### src/rtl/deadband_pkg.sv
package deadband_pkg;
  localparam int DB_DLY_W_DEF = 14;
  localparam int DB_NCH       = 2;
  localparam int DB_CH_HI     = 0;
  localparam int DB_CH_LO     = 1;
endpackage

### src/rtl/db_source_split.sv
module db_source_split
  import deadband_pkg::*;
(
  input  logic              pwm_in,
  output logic [DB_NCH-1:0] chan_src
);
  // High side is driven by the source, low side by its complement.
  always_comb begin
    chan_src           = '0;
    chan_src[DB_CH_HI] = pwm_in;
    chan_src[DB_CH_LO] = ~pwm_in;
  end
endmodule

### src/rtl/db_onset_delay.sv
module db_onset_delay #(
  parameter int DLY_W = 14
) (
  input  logic             clk,
  input  logic             rst,
  input  logic             src,
  input  logic [DLY_W-1:0] dly,
  input  logic             en,
  output logic             q
);
  localparam logic [DLY_W-1:0] RUN_MAX = {DLY_W{1'b1}};

  // Number of consecutive earlier samples with src high, saturating.
  logic [DLY_W-1:0] run_len;
  logic             qual;

  assign qual = src && (run_len >= dly);

  always_ff @(posedge clk) begin
    if (rst) begin
      run_len <= '0;
      q       <= 1'b0;
    end else begin
      if (!src)
        run_len <= '0;
      else if (run_len != RUN_MAX)
        run_len <= run_len + 1'b1;
      q <= en ? qual : src;
    end
  end
endmodule

### src/rtl/deadband_pair.sv
module deadband_pair
  import deadband_pkg::*;
#(
  parameter int DLY_W = DB_DLY_W_DEF
) (
  input  logic             clk,
  input  logic             rst,
  input  logic             pwm_in,
  input  logic [DLY_W-1:0] rise_dly,
  input  logic [DLY_W-1:0] fall_dly,
  input  logic             en_a,
  input  logic             en_b,
  output logic             out_a,
  output logic             out_b
);
  logic [DB_NCH-1:0] chan_src;
  logic [DB_NCH-1:0] chan_en;
  logic [DB_NCH-1:0] chan_q;
  logic [DLY_W-1:0]  chan_dly [DB_NCH];

  db_source_split u_split (
    .pwm_in   (pwm_in),
    .chan_src (chan_src)
  );

  always_comb begin
    chan_dly[DB_CH_HI] = rise_dly;
    chan_dly[DB_CH_LO] = fall_dly;
    chan_en            = '0;
    chan_en[DB_CH_HI]  = en_a;
    chan_en[DB_CH_LO]  = en_b;
  end

  for (genvar c = 0; c < DB_NCH; c++) begin : g_chan
    db_onset_delay #(.DLY_W(DLY_W)) u_dly (
      .clk (clk),
      .rst (rst),
      .src (chan_src[c]),
      .dly (chan_dly[c]),
      .en  (chan_en[c]),
      .q   (chan_q[c])
    );
  end

  assign out_a = chan_q[DB_CH_HI];
  assign out_b = chan_q[DB_CH_LO];
endmodule

### config.mk
export PLATFORM = sky130hd
export DESIGN_NAME = deadband_pair
export DESIGN_NICKNAME = d
export VERILOG_FILES = /design/src/rtl/deadband_pkg.sv /design/src/rtl/db_source_split.sv /design/src/rtl/db_onset_delay.sv /design/src/rtl/deadband_pair.sv
export SDC_FILE = /design/constraint.sdc
export NUM_CORES = 1
export LEC_CHECK = 0
export ABC_AREA = 1
export CAP_MARGIN = 40
export CORE_UTILIZATION = 63
export DETAILED_ROUTE_END_ITERATION = 7
export DONT_BUFFER_PORTS = 1
export MAX_ROUTING_LAYER = met4
export PLACE_DENSITY = 0.79
export SLEW_MARGIN = 20
export SYNTH_ARGS = -nofsm -noshare
export SYNTH_HDL_FRONTEND = slang
export SYNTH_SLANG_ARGS = --single-unit
### constraint.sdc
create_clock -name clk -period 3.9 [get_ports clk]
set_input_delay 0.585 -clock clk [delete_from_list [all_inputs] [get_ports clk]]
set_output_delay 0.585 -clock clk [all_outputs]
set_load 0.05 [all_outputs]
# After elaboration in Yosys (flattened, before gate mapping)
# Cells that the tools add are included.
dict set report classes {
  reduce_logical 4
  n_shift 0
  multipliers 0
  n_lt_le_gt_ge 2
  bitwise_logic 1
  mux 2
  eq_ne 2
  n_div 0
  n_addsub 2
}
# op count
set op_table {}
lappend op_table {{adder 14 x 1 -> 14 bit, second input constant} 2}
lappend op_table {{>= comparator 14 bit} 2}
lappend op_table {{!= test 14 bit, second input constant} 2}
lappend op_table {{OR reduction 2 bit} 2}
lappend op_table {{logical AND 1 bit} 2}
lappend op_table {{2-to-1 mux 1 bit} 2}
lappend op_table {{inverter 1 bit} 1}
dict set report word_totals {
  mem_count 0
  ram_bits 0
  word_cells 17
  output_inout_bits 2
  ff_bits 30
  romBits 0
  latchBits 0
}

# Logic depth before layout (Yosys ltp)
# Gate-level depths: netlist (run 1).
dict set report logic_depth {
  depth_word 3
  mapped_depth 11
}

# Modules after synthesis
# A second synthesis (run 1) with hierarchy kept.
dict set report unflattened {
  cells_unflattened 364
  hier_area_um2 2346.0
}
# mod instances cells_per_inst seq_area_each_um2 area_per_inst_um2
set by_module_without_submodules {}
lappend by_module_without_submodules {db_onset_delay 2 181 300.3 1167.4}
lappend by_module_without_submodules {db_source_split 1 2 0.0 11.3}

# Worst setup path before layout (run 1)
# OpenSTA, ideal clock, no wires.
dict set report synth_path {
  path_kind {input to register}
  from {in fall_dly[5]}
  to {reg g_chan[1].u_dly.q}
  setup_slack_ns 2.419
  n_path_buf 0
  cell_stages 10
  required_ns 3.780
  t_arrival_ns 1.361
  path_cell_list {inv_1 -> ha_1 -> nand2_1 -> inv_1 -> nand2_1 -> nand2_1 -> nor2_1 -> nor2_1 -> nor2_1 -> nor2_1}
}
dict set report synth_between {
  elab_chain_cells 3
}
# item line_no
set synth_rtl {}
lappend synth_rtl {{start: declaration} deadband_pair.sv:10} ;# input logic [DLY_W-1:0] fall_dly,
lappend synth_rtl {{>= comparator 14 bit} db_onset_delay.sv:17} ;# assign qual = src && (run_len >= dly);
lappend synth_rtl {{logical AND 1 bit} db_onset_delay.sv:17}
lappend synth_rtl {{2-to-1 mux 1 bit} db_onset_delay.sv:28} ;# q <= en ? qual : src;
lappend synth_rtl {{end signal: assignment} db_onset_delay.sv:28}
lappend synth_rtl {{end: declaration} db_onset_delay.sv:9} ;# output logic q
# No other way between the ends.
# A chain may end at the register's enable or synchronous reset.

# Worst setup path in the final report (run 1)
dict set report layout_path {
  from {reg g_chan[1].u_dly.run_len[1]}
  to {reg g_chan[1].u_dly.run_len[3]}
}
dict set report layout_between {
  elab_chain_cells 1
  word_cells_on_any_way 2
}
# item line_no
set layout_rtl {}
lappend layout_rtl {{start: declaration} db_onset_delay.sv:14} ;# logic [DLY_W-1:0] run_len;
lappend layout_rtl {{start signal: assignment} db_onset_delay.sv:27} ;# run_len <= run_len + 1'b1;
lappend layout_rtl {{adder 14 x 1 -> 14 bit / != test 14 bit (equally long branches)} {db_onset_delay.sv:27, db_onset_delay.sv:26}}
# Several ways; a longest one is shown, not always the timed one.

==> metrics.csv, run 1 <==
metric,value,unit
portBuffers,0,
die_h,63.14,µm
grt_usage,27.40,%
netlist.area_leader.share,25.50,%
cts-buffers-inserted,5,
final-hold-violation-count,0,
die_x,63.14,µm
wirelength,4534,µm
maxSlewHeadroom,58.76,%
cp.buffers_inverters,1,
ys_ff_latch,30,
period_minus_slack,1.623,ns
cts-resized-gates,0,
routabilityCongestion,0.8607,
slew_viol_final,0,
synth_nets,430,
yosys-top-cells-area,"dfxtp_1 (26%), ha_1 (16%), nand2_1 (15%), inv_1 (12%), nor2_1 (7.8%)",
tightest_slew,0.6163,ns
fin_skew,0.005143,ns
root_buffer,clkbuf_8,
switchingPower,142.3,µW
p_per_area,239.5,nW/µm²
die_area,3986,µm²
cts_setup_buffers,0,
crit_slowest_cell,dfxtp_1,
ctsHoldBuffers,0,
synthFlopType,dfxtp_1,
critPathCaptureType,flop,
async_flop_share,0,%
switching_share,24.09,%
crit_path_frequent_cell,nor2_1,
htreeDepth,2,
ir_worst_vdd,0.2112,mV
dp_hpwl,3649,µm
synth-warning-count,0,
globalRouteOverflowTotal,0,
antenna_found_initial,0,
power.share.combinational,7.5,%
netlist_instances,367,
clock_power_share,39.1,%
diodes,0,
cts_max_path_buffers,2,
vias,2122,
tns,0,ns
dr.pass1.iters,4,
status,completed,
ys_seq_area_share,25.50,%
crit_chain,"ha_1, nand3_2, nor3_4, nand2_2, inv_1, nor2_1, nor2_1",
hold_path_class,input pin to flop,
drtAntennaViolNets,0,
via_per_inst,5.077,
syn_to_final_growth,4.729,%
cts.sinks,30,
clkLatencyLatePin,0.28,ns
yosysMostFrequentCell,nand2_1,
io_pins,35,
p_int,448.4,µW
max_freq,616.2,MHz
critPathKind,flop to flop,
initial_utilization,67.89,%
grt_max_degree,13,
grt_pass1_vias,1995,
grt_pass1_wl,8383,µm
core,3468,µm²
leakagePower,1.286,nW
yosys-top-cells-count,"nand2_1 (93), inv_1 (76), nor2_1 (49)",
post-route-period-util,41.61,%
syn_area_per_cell,6.416,µm²
crit_family,simple AND/OR/NAND/NOR gates,
finalNetCount,435,
cts_tree,built,
crit_required,4.11,ns
fp-row-count,21,
arrival,1.84,ns
syn-cell-area,2355,µm²
routedWlPerCell,10.85,µm
clkTransAtPathRegs,0.06,ns
first_iter_violations,119,
setup_viol,0,
worstPathMaxFanout,12,
synth_edf_count,0,
ys_types,24,
post-route-drc-count,0,
rsz0062_at_grt,false,
fin_cells,418,
place_inst,411,
critPathMaxStageDelay,0.38,ns
maxCapViolations,0,
drive_gt1_share,6.183,%
cp-start-kind,flop,
sequentialPowerShare,53.4,%
synth_top_area_cell,dfxtp_1,
-- final timing paths --
path / end / start / cells after the start / slack, ns
min: g_chan[0].u_dly.run_len[11]$_SDFFE_PP0P_ / rst / 3 / 0.54
max reg2reg: g_chan[1].u_dly.run_len[3]$_SDFFE_PP0P_ / g_chan[1].u_dly.run_len[1]$_SDFFE_PP0P_ / 7 / 2.28
max: g_chan[1].u_dly.run_len[3]$_SDFFE_PP0P_ / g_chan[1].u_dly.run_len[1]$_SDFFE_PP0P_ / 7 / 2.28
min reg2reg: g_chan[0].u_dly.run_len[1]$_SDFFE_PP0P_ / g_chan[0].u_dly.run_len[1]$_SDFFE_PP0P_ / 2 / 0.54
-- layout by cell type, fill, tap and decap left out --
cell	n
o21ai_1	1
and3_1	1
nor3_1	3
clkinv_1	1
nand3b_1	4
nand2_2	4
nor2_1	49
a21oi_2	1
a21oi_1	8
xnor2_1	5
clkbuf_8	5
o21ai_0	6
nand4_1	12
inv_1	76
a31oi_1	8
nor3_4	1
nor2_2	2
nand3_2	5
or2_2	3
inv_2	2
clkbuf_1	2
nand3_1	20
dfxtp_1	30
ha_1	30
nand2_1	93
-- cells by family after synthesis --
group	synth area share, %
compound gates	5.686
xor+xnor	1.860
fa+ha+maj	15.94
buf+inv	13.55
flops	25.50
simple gates	37.46
-- per-stage QoR --
step	worst slack [ns]	hold WS (ns)	power [mW]	util (%)	instance area, µm²
after floorplan	2.419	0.5018	0.3569	-	2355
after global placement	2.276	0.5334	0.3648	68.90	2390
after detailed placement	2.246	0.5345	0.3667	68.90	2390
after CTS	2.269	0.5385	0.5939	71.10	2466
after global routing	2.094	0.5702	0.6199	71.10	2466
final	2.277	0.5396	0.5907	71.10	2466
-- registers in the layout, summed over array words and instances, names as in the netlist --
signal                count
g_chan.u_dly.q            2
g_chan.u_dly.run_len     28
-- tightest hold or removal path: cells and delay by family --
family / cells / cell delay, ns
and+or+nand+nor: 2 / 0.16
buffers and inverters: 1 / 0.03
-- power by group through the flow --
stage	registers [mW]	logic, mW	clock network, mW
2_1_floorplan	0.321	0.0357	0
3_3_place_gp	0.322	0.0428	0
3_5_place_dp	0.322	0.0448	0
4_1_cts	0.315	0.0451	0.234
5_1_grt	0.316	0.0546	0.250
6_report	0.315	0.0445	0.231
-- routing by layer --
metal  share of wire (%)  GRT usage [%]
met5                   0              -
met4                0.97          9.302
met3                 5.1          7.428
met2                  44          42.07
met1                  50          34.53
-- area by class of cell --
cell class                 count  area [µm²]
inverter                      79       296.5
fill                         324        1002
sequential                    30       600.6
tap                           46       57.56
clock buffer                   7       76.32
multi-input combinational    256        1435
(Power assumes the default switching activity.)
==> inputs of run 2 (changes only) <==
Clock period 3.9 ns to 1.7 ns, I/O delays scaled along.
==> metrics.csv, run 2 (synthesis results as in run 1) <==
metric,value,unit,change
status,completed,,
routedWlPerCell,11.22,µm,+3.5%
setup_viol,0,,unchanged
leakagePower,1.319,nW,+2.5%
hold_path_class,input pin to flop,,
fp-row-count,21,,unchanged
tns,0,ns,unchanged
die_x,63.14,µm,unchanged
slew_viol_final,0,,unchanged
grt_max_degree,13,,unchanged
cts-buffers-inserted,5,,unchanged
post-route-drc-count,0,,unchanged
root_buffer,clkbuf_8,,
period_minus_slack,1.528,ns,-0.09495 ns
critPathKind,flop to flop,,
crit_path_frequent_cell,nor2_1,,
globalRouteOverflowTotal,0,,unchanged
cts_tree,built,,
cts_setup_buffers,0,,unchanged
fin_skew,0.005045,ns,-0.00009814 ns
cts.sinks,30,,unchanged
max_flop_register,g_chan.u_dly.run_len,,
final-hold-violation-count,0,,unchanged
rr_startpoint,g_chan[1].u_dly.run_len[1]$_SDFFE_PP0P_,,
placed_area,2412,µm²,+0.94%
crit_slowest_cell,dfxtp_1,,
io_pins,35,,unchanged
reg2reg_depth,7,,unchanged
r2r_end,g_chan[1].u_dly.run_len[0]$_SDFFE_PP0P_,,
die_h,63.14,µm,unchanged
startpoint,g_chan[1].u_dly.run_len[1]$_SDFFE_PP0P_,,
first_iter_violations,142,,+19%
maxSlewHeadroom,66.58,%,+7.8 points
portBuffers,0,,unchanged
crit_required,1.93,ns,-2.18 ns
routabilityCongestion,0.8840,,+2.7%
p_per_area,611.1,nW/µm²,+160%
vias,2134,,+0.57%
via_per_inst,5.057,,-0.39%
final_common_cell,nand2_1,,
cts-resized-gates,0,,unchanged
htreeDepth,2,,unchanged
largest_register_ff_count,28,,unchanged
syn_to_final_growth,7.173,%,
clkLatencyLatePin,0.29,ns,about the same
ctsHoldBuffers,0,,unchanged
tightest_slew,0.5006,ns,-0.1157 ns
dp_hpwl,3702,µm,+1.5%
wirelength,4736,µm,+4.5%
dr.pass1.iters,4,,unchanged
holdPathEnd,g_chan[1].u_dly.run_len[11]$_SDFFE_PP0P_,,
max_freq,654.5,MHz,+6.2%
post-route-period-util,89.88,%,+48 points
grt_pass1_wl,8562,µm,+2.1%
ir_worst_vdd,0.6827,mV,+220%
cts_max_path_buffers,2,,unchanged
layout_common_cells,"nand2_1 (93), inv_1 (76), nor2_1 (49)",,
die_area,3986,µm²,unchanged
arrival,1.76,ns,-0.08 ns
hp-start,pwm_in,,
finalNetCount,438,,+0.69%
p_total,1.542,mW,+160%
fin_cells,422,,+0.96%
rsz0062_at_grt,false,,
min_delay_path_depth,3,,unchanged
crit_chain,"ha_1, nand3_2, nor3_4, nand2_2, inv_1, nor2_1, nor2_1",,
diodes,0,,unchanged
cp-start-kind,flop,,
drive_gt1_share,7.979,%,+1.8 points
maxCapViolations,0,,unchanged
core,3468,µm²,unchanged
grt_usage,28.10,%,+0.70 points
antenna_found_initial,0,,unchanged
place_inst,414,,+0.73%
critPathMaxStageDelay,0.38,ns,about the same
critPathCaptureType,flop,,
ff2ff_setup_slack,0.17,ns,-2.11 ns
worstPathMaxFanout,12,,unchanged
initial_utilization,67.89,%,unchanged
clkTransAtPathRegs,0.07,ns,about the same
design_area,2524,µm²,+2.3%
drtAntennaViolNets,0,,unchanged
grt_pass1_vias,2000,,+0.25%
largestRegisters,"g_chan.u_dly.run_len (28), g_chan.u_dly.q (2)",,
[run 2: cell count changes in the layout (fill, tap and decap cells not counted)]
cell	change
clkbuf_1	-2
ha_2	+1
bufinv_16	+1
buf_4	+3
clkinv_2	+2
ha_1	-1
[run 2: metal layers]
layer | vias to the layer above | global-route usage [%] | part of all wire, %
li1 | 1168 | - | -
met1 | 916 | 36.90 | 54
met2 | 41 | 42.61 | 41
met3 | 9 | 5.254 | 3.9
met4 | 0 | 10.47 | 1.7
met5 | - | - | 0
[run 2: area by class of cell]
type	count	area (µm²)
Inverter	79	296.5
Clock buffer	5	68.82
Timing Repair Buffer	3	22.52
Sequential cell	30	600.6
Clock inverter	3	40.04
Fill cell	328	944.7
Multi-Input combinational cell	256	1438
Tap cell	46	57.56
[run 2: worst max-delay path: cells and delay by family (launching register included)]
| kind | cells | cell delay (ns) |
|---|---|---|
| fa+ha+maj | 1 | 0.22 |
| buf+inv | 1 | 0.18 |
| flops | 1 | 0.38 |
| simple gates | 5 | 0.69 |
[run 2: worst max-delay path by stage]
stage                                          endpoint  slack, ns  depth (start not counted)
2_1_floorplan  g_chan[0].u_dly.run_len[13]$_SDFFE_PP0P_       0.37                         10
3_3_place_gp    g_chan[0].u_dly.run_len[7]$_SDFFE_PP0P_       0.25                          9
3_5_place_dp    g_chan[1].u_dly.run_len[1]$_SDFFE_PP0P_       0.18                          7
4_1_cts         g_chan[0].u_dly.run_len[3]$_SDFFE_PP0P_       0.17                          9
5_1_grt         g_chan[1].u_dly.run_len[0]$_SDFFE_PP0P_      0.002                          7
6_report        g_chan[1].u_dly.run_len[0]$_SDFFE_PP0P_       0.17                          7
[run 2: stage by stage]
stage | setup slack, ns | util (%) | hold slack, ns
floorplan | 0.3697 | - | 0.4589
global route | 0.002270 | 72.76 | 0.2186
CTS | 0.1710 | 72.69 | 0.2062
finish | 0.1721 | 72.76 | 0.2101
global placement | 0.2472 | 69.55 | 0.4939
detailed placement | 0.1837 | 69.55 | 0.5086
[run 2: where the power goes]
group          internal (mW)  switching (mW)  leakage, nW
registers              0.709          0.0136        0.242
clock network          0.431           0.281       0.0579
logic                 0.0410          0.0660         1.02
total                   1.18           0.361         1.32
==> inputs of run 3 (changes only) <==
Settings changed: PLACE_DENSITY 0.79 to 0.81, REMOVE_ABC_BUFFERS set to 1.
Clock period 1.7 ns to 1.8 ns, I/O delays scaled along.
==> metrics.csv, run 3 (synthesis results as in run 1) <==
metric,value,unit,change
final-hold-violation-count,0,,unchanged
slew_viol_final,0,,unchanged
crit_chain,"ha_1, nand3_2, nor3_4, nand2_2, inv_1, nor2_1, nor2_1",,
post-place-ws,0.2804,ns,+0.09672 ns
rsz0062_at_grt,false,,
largestRegisters,"g_chan.u_dly.run_len (28), g_chan.u_dly.q (2)",,
cts_tree,built,,
clkLatencyLatePin,0.28,ns,about the same
routabilityCongestion,0.9899,,+12%
grt_usage,25.65,%,-2.5 points
vias,2181,,+2.2%
crit_required,2.02,ns,+0.09 ns
layout_common_cells,"nand2_1 (93), inv_1 (76), nor2_1 (49)",,
maxSlewHeadroom,67.03,%,+0.45 points
worstPathMaxFanout,12,,unchanged
root_buffer,clkbuf_8,,
post-route-period-util,85.90,%,-4.0 points
fin_util,71.97,%,-0.79 points
cts-resized-gates,0,,unchanged
ir_worst_vdd,0.2852,mV,-58%
crit_family,simple AND/OR/NAND/NOR gates,,
critPathMaxStageDelay,0.38,ns,about the same
cts-buffers-inserted,5,,unchanged
diodes,0,,unchanged
final_common_cell,nand2_1,,
highest_layer,met4,,
cts_setup_buffers,0,,unchanged
core,3468,µm²,unchanged
critPathCaptureType,flop,,
clkTransAtPathRegs,0.06,ns,about the same
tightest_slew,0.4939,ns,-0.006703 ns
routedWlPerCell,10.72,µm,-4.5%
initial_utilization,67.89,%,unchanged
setup_ws,0.2537,ns,+0.08167 ns
arrival,1.77,ns,about the same
globalRouteOverflowTotal,0,,unchanged
finalNetCount,437,,-0.23%
syn_to_final_growth,6.004,%,
antenna_found_initial,0,,unchanged
max_flop_register,g_chan.u_dly.run_len,,
crit_slowest_cell,dfxtp_1,,
wirelength,4513,µm,-4.7%
crit_path_frequent_cell,nor2_1,,
via_per_inst,5.181,,+2.4%
portBuffers,0,,unchanged
first_iter_violations,120,,-15%
p_per_area,538.2,nW/µm²,-12%
wl_met2,2142,µm,+11%
fp-row-count,21,,unchanged
place_inst,413,,-0.24%
leakagePower,1.306,nW,-0.94%
status,completed,,
htreeDepth,2,,unchanged
setup_viol,0,,unchanged
largest_register_ff_count,28,,unchanged
drive_gt1_share,7.200,%,-0.78 points
max_freq,646.7,MHz,-1.2%
drtAntennaViolNets,0,,unchanged
period_minus_slack,1.546,ns,+0.01833 ns
hold_path_class,input pin to flop,,
cp.buffers_inverters,1,,unchanged
post-route-drc-count,0,,unchanged
cts.sinks,30,,unchanged
grt_pass1_wl,7900,µm,-7.7%
fin_skew,0.001353,ns,-0.003692 ns
grt_max_degree,13,,unchanged
grt_pass1_vias,1990,,-0.50%
ctsHoldBuffers,0,,unchanged
wl_met3,163,µm,-13%
cts_max_path_buffers,2,,unchanged
dr.pass1.iters,4,,unchanged
tns,0,ns,unchanged
io_pins,35,,unchanged
die_x,63.14,µm,unchanged
critPathKind,flop to flop,,
drt-met1-wl,2087,µm,-18%
die_area,3986,µm²,unchanged
cp-start-kind,flop,,
dp_hpwl,3510,µm,-5.2%
die_h,63.14,µm,unchanged
fin_cells,421,,-0.24%
maxCapViolations,0,,unchanged
run 3: changes by cell type in the layout (fill, tap and decap cells not counted), sizes merged:
cell / delta
clkbuf: +2
buf: -1
bufinv: -1
clkinv: -1
run 3: layer usage:
metal | global-route usage, % | vias to the layer above
li1 | - | 1158
met2 | 43.55 | 66
met3 | 5.072 | 13
met5 | - | -
met1 | 28.17 | 944
met4 | 13.37 | 0
run 3: cell type report:
type / count / area, µm²
clock buffer: 7 / 86.33
clock inverter: 1 / 5.005
fill: 297 / 972.2
inverter: 79 / 296.5
multi-input combinational: 256 / 1435
sequential: 30 / 600.6
tap: 46 / 57.56
timing repair buffer: 2 / 15.01
run 3: worst reg2reg max path: cells and delay by family (launching register included):
family / cells / cell delay (ns)
and+or+nand+nor: 5 / 0.70
adders and majority gates: 1 / 0.22
buffers and inverters: 1 / 0.18
DFF: 1 / 0.38
run 3: where the power goes:
group | total, mW | switching [mW] | internal, mW
sequential | 0.683 | 0.0127 | 0.670
clock | 0.563 | 0.255 | 0.308
combinational | 0.0974 | 0.0594 | 0.0381
total | 1.34 | 0.327 | 1.02
run 3: worst paths after layout:
check	start	endpoint	slack, ns	depth (start not counted)
setup reg to reg	g_chan[1].u_dly.run_len[1]$_SDFFE_PP0P_	g_chan[1].u_dly.run_len[0]$_SDFFE_PP0P_	0.25	7
hold / removal	pwm_in	g_chan[1].u_dly.run_len[9]$_SDFFE_PP0P_	0.20	3
setup / recovery	g_chan[1].u_dly.run_len[1]$_SDFFE_PP0P_	g_chan[1].u_dly.run_len[0]$_SDFFE_PP0P_	0.25	7
hold reg to reg	g_chan[0].u_dly.run_len[5]$_SDFFE_PP0P_	g_chan[0].u_dly.run_len[5]$_SDFFE_PP0P_	0.55	2
run 3: metrics by stage:
step | area [µm²] | power [mW] | hold slack (ns)
2_1_floorplan | 2332 | 0.7732 | 0.4739
3_3_place_gp | 2405 | 0.7934 | 0.4953
3_5_place_dp | 2405 | 0.7959 | 0.5041
4_1_cts | 2496 | 1.361 | 0.1964
5_1_grt | 2496 | 1.413 | 0.2367
6_report | 2496 | 1.344 | 0.2011
